**config.mk**
```make
export PLATFORM = sky130hd
export DESIGN_NAME = pct_timer
export DESIGN_NICKNAME = d
export VERILOG_FILES = /design/src/rtl/pct_pkg.sv /design/src/rtl/pct_prescaler.sv /design/src/rtl/pct_counter.sv /design/src/rtl/pct_match_flag.sv /design/src/rtl/pct_timer.sv
export SDC_FILE = /design/constraint.sdc
export NUM_CORES = 1
export LEC_CHECK = 0
export ABC_AREA = 1
export BUFFER_PORTS_ARGS = -buffer_cell sky130_fd_sc_hd__buf_2
export CORE_UTILIZATION = 45
export DETAILED_ROUTE_END_ITERATION = 7
export GPL_TIMING_DRIVEN = 0
export SYNTH_ARGS = -nofsm -noshare
export SYNTH_HDL_FRONTEND = slang
export SYNTH_SLANG_ARGS = --single-unit
```
**constraint.sdc**
```tcl
create_clock -name clk -period 2 [get_ports clk]
set_input_delay 0 -clock clk [delete_from_list [all_inputs] [get_ports clk]]
set_output_delay 0 -clock clk [all_outputs]
set_load 0.1 [all_outputs]
```
**src/rtl/pct_pkg.sv**
```systemverilog
package pct_pkg;
  typedef enum logic [1:0] {
    REG_CMP1  = 2'd0,
    REG_CMP2  = 2'd1,
    REG_CNT   = 2'd2,
    REG_SETUP = 2'd3
  } reg_sel_e;

  localparam int BIT_RUN   = 15;
  localparam int BIT_F2    = 14;
  localparam int BIT_F1    = 13;
  localparam int BIT_DONE  = 12;
  localparam int MODE2_LO  = 8;
  localparam int MODE1_LO  = 6;
endpackage

```
**src/rtl/pct_prescaler.sv**
```systemverilog
module pct_prescaler #(
  parameter int SCALE_W   = 4,
  parameter int MAX_SCALE = 8,
  parameter int PRE_W     = 8
) (
  input  logic               clk,
  input  logic               rst,
  input  logic               run,
  input  logic               ref_tick,
  input  logic [SCALE_W-1:0] scale,
  output logic               tick
);
  logic [PRE_W-1:0]   pre_q;
  logic [SCALE_W-1:0] eff;
  logic [PRE_W:0]     mask_w;
  logic [PRE_W-1:0]   mask;

  // scale values beyond the supported range saturate
  assign eff    = (scale > SCALE_W'(MAX_SCALE)) ? SCALE_W'(MAX_SCALE) : scale;
  assign mask_w = ((PRE_W+1)'(1) << eff) - (PRE_W+1)'(1);
  assign mask   = mask_w[PRE_W-1:0];
  assign tick   = run && ref_tick && ((pre_q & mask) == mask);

  always_ff @(posedge clk) begin
    if (rst || !run) pre_q <= '0;
    else if (ref_tick) pre_q <= pre_q + PRE_W'(1);
  end
endmodule

```
**src/rtl/pct_counter.sv**
```systemverilog
module pct_counter #(
  parameter int CNT_W = 16
) (
  input  logic             clk,
  input  logic             rst,
  input  logic             tick,
  input  logic             wrap,
  input  logic             ld,
  input  logic [CNT_W-1:0] ld_val,
  output logic [CNT_W-1:0] cnt
);
  always_ff @(posedge clk) begin
    if (rst)       cnt <= '0;
    else if (ld)   cnt <= ld_val;
    else if (wrap) cnt <= '0;
    else if (tick) cnt <= cnt + CNT_W'(1);
  end
endmodule

```
**src/rtl/pct_match_flag.sv**
```systemverilog
module pct_match_flag #(
  parameter int CNT_W = 16
) (
  input  logic             clk,
  input  logic             rst,
  input  logic             tick,
  input  logic [CNT_W-1:0] cnt,
  input  logic [CNT_W-1:0] cmp,
  input  logic             clr,
  output logic             hit,
  output logic             flag
);
  assign hit = tick && (cnt == cmp);

  always_ff @(posedge clk) begin
    if (rst)      flag <= 1'b0;
    else if (hit) flag <= 1'b1;
    else if (clr) flag <= 1'b0;
  end
endmodule

```
**src/rtl/pct_timer.sv**
```systemverilog
module pct_timer
  import pct_pkg::*;
#(
  parameter int CNT_W     = 16,
  parameter int SCALE_W   = 4,
  parameter int MAX_SCALE = 8,
  parameter int MODE_W    = 2
) (
  input  logic             clk,
  input  logic             rst,
  input  logic             ref_tick,
  input  logic             wr_en,
  input  logic [1:0]       addr,
  input  logic [CNT_W-1:0] wr_data,
  input  logic             rd_en,
  output logic [CNT_W-1:0] rd_data,
  output logic             irq
);
  localparam int PRE_W = MAX_SCALE;
  localparam int NCMP  = 2;

  logic                         run_q, done_q, irq_q;
  logic [SCALE_W-1:0]           scale_q;
  logic [NCMP-1:0][MODE_W-1:0]  mode_q;
  logic [NCMP-1:0][CNT_W-1:0]   cmp_q;
  logic [NCMP-1:0]              hit, flag, mode_on;
  logic [CNT_W-1:0]             cnt, setup_word, rd_q;
  logic                         setup_wr, cnt_wr, tick;

  assign setup_wr = wr_en && (addr == REG_SETUP);
  assign cnt_wr   = wr_en && (addr == REG_CNT);

  always_ff @(posedge clk) begin
    if (rst) begin
      run_q   <= 1'b0;
      done_q  <= 1'b0;
      scale_q <= '0;
      mode_q  <= '0;
      cmp_q   <= '0;
    end else begin
      if (setup_wr) begin
        run_q <= wr_data[BIT_RUN];
        if (!done_q) begin
          done_q    <= 1'b1;
          scale_q   <= wr_data[SCALE_W-1:0];
          mode_q[0] <= wr_data[MODE1_LO +: MODE_W];
          mode_q[1] <= wr_data[MODE2_LO +: MODE_W];
        end
      end
      for (int i = 0; i < NCMP; i++)
        if (wr_en && (addr == 2'(i))) cmp_q[i] <= wr_data;
    end
  end

  pct_prescaler #(.SCALE_W(SCALE_W), .MAX_SCALE(MAX_SCALE), .PRE_W(PRE_W)) u_pre (
    .clk(clk), .rst(rst), .run(run_q), .ref_tick(ref_tick),
    .scale(scale_q), .tick(tick)
  );

  pct_counter #(.CNT_W(CNT_W)) u_cnt (
    .clk(clk), .rst(rst), .tick(tick), .wrap(hit[1]),
    .ld(cnt_wr), .ld_val(wr_data), .cnt(cnt)
  );

  for (genvar g = 0; g < NCMP; g++) begin : g_cmp
    localparam int FB = (g == 0) ? BIT_F1 : BIT_F2;
    pct_match_flag #(.CNT_W(CNT_W)) u_mf (
      .clk(clk), .rst(rst), .tick(tick), .cnt(cnt), .cmp(cmp_q[g]),
      .clr(setup_wr && wr_data[FB]), .hit(hit[g]), .flag(flag[g])
    );
    assign mode_on[g] = |mode_q[g];
  end

  always_comb begin
    setup_word                       = '0;
    setup_word[BIT_RUN]              = run_q;
    setup_word[BIT_F2]               = flag[1];
    setup_word[BIT_F1]               = flag[0];
    setup_word[BIT_DONE]             = done_q;
    setup_word[MODE2_LO +: MODE_W]   = mode_q[1];
    setup_word[MODE1_LO +: MODE_W]   = mode_q[0];
    setup_word[SCALE_W-1:0]          = scale_q;
  end

  always_ff @(posedge clk) begin
    if (rst) begin
      rd_q  <= '0;
      irq_q <= 1'b0;
    end else begin
      irq_q <= |(flag & mode_on);
      if (rd_en) begin
        case (addr)
          REG_CMP1: rd_q <= cmp_q[0];
          REG_CMP2: rd_q <= cmp_q[1];
          REG_CNT:  rd_q <= cnt;
          default:  rd_q <= setup_word;
        endcase
      end
    end
  end

  assign rd_data = rd_q;
  assign irq     = irq_q;
endmodule

```
==> run summary <==
POWER AND IR DROP
----------------------------------------------------------------------------
Power Density                                                    686 nW/um^2
VDD IR max                                                          0.627 mV
Pleak                                                                2.37 nW

FINISH
----------------------------------------------------------------------------
Fraction of layout cells with a size suffix above 1                    17.1%
Area occupied by multi-input gates                                2450 sq um
Diode count                                                                0
Post-layout nets                                                         769
Register Area                                                     1710 sq um
Design area                                                       5510 sq um
Layout Area Growth over Synthesis                                      21.3%
Fill count                                                               956
Non-filler cells in the finished layout                                  881

GRT
----------------------------------------------------------------------------
Antenna violations before repair                                           0
Number of global-route vias before repair                              4,482
Met3 GRT Util                                                          3.86%
Highest-utilization routing layer at the global route stage             met2
Met1 track demand over resource                                        40.6%
Maximum number of pins on one net before global-route repair              14
Total global-route track usage                                         29.8%
Met2 global-route usage                                                47.0%
Total global routing overflow                                              0
Global-route wire length before repair                             23,300 um

SYNTH
----------------------------------------------------------------------------
Sequential-to-total area share from yosys stat                         37.4%
Post-synthesis area per instance                                  6.85 sq um
Distinct cell type count of the synthesized netlist                       33
Dominant combinational cell family by area after synthesis      simple AND/OR/NAND/NOR gates
Yosys reg bits                                                            85
Post-Synth XOR/XNOR Area                                               7.71%
Synth Area in Simple Gates                                             25.1%
Yosys warns                                                                0
Post-synthesis compound-gate area fraction                             17.8%
Post-Synthesis Net Count                                                 689
Mux contribution to synthesized area                                      0%
Adder-cell share of the synthesized area                              0.826%
Number of instances in the synthesized netlist                           663
Synth Cell Area                                                   4540 sq um

FLOORPLANNING
----------------------------------------------------------------------------
DIE WIDTH                                                             102 um
Core region area                                                  9770 sq um
Total Die Area                                                  10,500 sq um
Initial cell density of the core                                       46.5%
# IOs                                                                     40
# rows                                                                    36
Chip Height                                                           102 um

CTS
----------------------------------------------------------------------------
TritonCTS sink count                                                      85
Bufs on Longest Clock Path                                                 2
H-tree lvl count                                                           3
Number of buffers added by the clock tree synthesis step                   9
Clock transition at path regs                                          90 ps
Clk root buf                                                        clkbuf_8
Clk_lat worst skew                                                    370 ps
TritonCTS clock tree                                                     yes

OUTCOME
----------------------------------------------------------------------------
Failing checks                                                  setup timing
Result of the run                                               complete, but fails checks

WORST SETUP PATH
----------------------------------------------------------------------------
Max FO, Critical Path                                                      4
WP data arrival                                                      2410 ps
Type of element launching the critical path                        flip-flop
Critical path data required time                                     2300 ps
Worst setup path class                                          flip-flop to flip-flop
Sort of element at the end of the critical path                    flip-flop
Cell depth of the worst flop-to-flop path                                 11

STA
----------------------------------------------------------------------------
Number of setup violations in the final report                            18
Setup ws final                                                       -111 ps
Final Slew Violations                                                      0
Worst slew slack as a fraction of its limit                            56.3%
Final worst path period share                                           106%
Worst clock skew                                                     5.86 ps
Minimum clock period                                                 2110 ps
Fmax                                                               0.474 GHz
Pin slew with the least headroom to its limit                         655 ps
Hold violation count in the final report                                   0
Unrepaired setup endpoints after global routing                          yes

ROUTE
----------------------------------------------------------------------------
Number of vias after detailed routing                                  4,722
Wire length reported by the detailed router                        14,900 um
Initial DRT Pass Iterations                                                4
Post-detailed-route DRC marker count                                       0
DRC marker count from the first detailed-route iteration                 303
Via count normalized by instance count                                  5.36
Number of nets with antenna violations after detailed routing              0
Avg WL per Cell                                                      17.0 um

PLACED DESIGN
----------------------------------------------------------------------------
Total instance count after detailed placement                            832
Total placed instance area                                        4890 sq um
PortBufs                                                                  36
HPWL Detailed                                                      10,600 um
Placer's final routability congestion estimate                         0.936
Minimum setup slack after placement                                  -240 ps

MIN PATH
----------------------------------------------------------------------------
Cell depth of the worst hold path                                          4
Hold crit path type                                             primary input to flip-flop

FLOW RUN
----------------------------------------------------------------------------
Maxcap violations                                                          0

==> state kept, by name, indices dropped and copies added (netlist names) <==
signal / cells
scale_q: 4
u_pre.pre_q: 8
g_cmp.u_mf.flag: 2
mode_q: 4
cmp_q: 32
run_q: 1
u_cnt.cnt: 16
rd_data: 16
irq: 1
done_q: 1
==> cells in the mapped netlist <==
master	number	share of area, %
a21oi_1	61	6.7
a21oi_2	1	0.19
a221oi_1	7	1.3
a31oi_1	7	0.96
buf_1	1	0.083
buf_2	11	1.2
buf_4	1	0.17
buf_6	1	0.25
clkbuf_1	22	1.8
clkbuf_2	4	0.44
dfxtp_1	85	37
ha_1	3	0.83
inv_1	85	7.0
inv_2	2	0.17
nand2_1	103	8.5
nand2_2	1	0.14
nand3_1	33	3.6
nand3_2	1	0.22
nand4_1	23	3.2
nor2_1	79	6.5
nor2_2	4	0.55
nor2_8	1	0.44
nor3_1	8	0.88
nor3_2	2	0.44
nor4_1	2	0.28
o21a_1	1	0.17
o21ai_0	60	6.6
o221ai_1	3	0.58
o22ai_1	9	1.2
or2_0	1	0.14
or2_2	1	0.14
xnor2_1	7	1.3
xor2_1	33	6.4
==> through the flow <==
step	power [W]	setup TNS, ps	util [%]	hold WS [ps]
finish	0.00378	-1470	56.4	54.7
CTS	0.00376	-862	55.5	36.0
floorplan	0.00229	0	-	135
detailed placement	0.00248	-2820	50.0	294
global placement	0.00247	-2310	50.0	284
global route	0.00393	-3520	56.4	93.6
==> layout by cell type, fill, tap and decap left out, drive strengths merged, types with 2 or more instances in the layout <==
cell type	netlist	final
ha	3	3
clkbuf	26	38
o22ai	9	9
a221oi	7	7
or2	2	2
nor2	84	84
o221ai	3	3
o21ai	60	60
dlygate4sd3	0	18
nand2	104	104
nand3	34	34
clkinv	0	2
nand4	23	23
dfxtp	85	85
buf	14	65
nor4	2	2
inv	87	87
a31oi	7	7
nor3	10	10
xor2	33	33
xnor2	7	7
a21oi	62	62
==> where the power goes <==
part           switching, W  total (W)  leakage [nW]  internal (W)
sequential        0.0000595    0.00182         0.696       0.00176
combinational      0.000490   0.000703          1.58      0.000214
clock              0.000645    0.00125        0.0964      0.000609
==> repair_timing <==
| item | 4_1_cts | 5_1_grt |
|---|---|---|
| endpoints found under the setup margin | 18 | 20 |
| gates resized for setup | 19 | 26 |
| buffers inserted | 11 | 2 |
| cloned | 2 | 0 |
| hold buffers | 18 | 0 |
| hold endpoints to repair | 40 | 0 |
| pin swaps | 10 | 14 |
==> layer usage <==
layer  up-vias  routed length, um
li1       2331                  -
met1      2192               6820
met2       170               6820
met3        29                890
met4         0                399
met5         -                  0
==> path summary, 6_finish.rpt <==
kind                                 start                              end  slack (ps)
setup / recovery   scale_q[1]$_SDFFE_PP0P_  g_cmp[1].u_mf.flag$_SDFFE_PP0P_        -110
hold reg to reg   rd_data[11]$_SDFFE_PP0P_         rd_data[11]$_SDFFE_PP0P_         470
hold / removal                     addr[1]           cmp_q[18]$_SDFFE_PP0P_          50
setup reg to reg   scale_q[1]$_SDFFE_PP0P_  g_cmp[1].u_mf.flag$_SDFFE_PP0P_        -110
==> cells by family after synthesis <==
kind of cell,Yosys count
AND/OR/NAND/NOR,259
AO/OA/AOI/OAI,149
buffers and inverters,127
flip-flops,85
XOR/XNOR,40
adder cells (fa/ha/maj),3
==> layout make-up <==
class	instances	area share (%)
inverter	87	5.97
clock buffer	12	2.63
buffer	40	3.34
sequential	85	31.1
timing repair buffer	69	8.72
tap	133	3.02
clock inverter	4	0.863
multi-input combinational	451	44.4
==> worst max-delay path, stage by stage, from the launching register on <==
cell	delay (ps)
dfxtp_2	370
nor2_2	140
nand2_1	70
ha_1	280
nor2_1	40
nor2_1	100
nand3_1	100
a21oi_2	160
buf_4	150
nand3_4	140
or2_2	350
a21oi_1	140
Power figures use the tool's default switching activity.
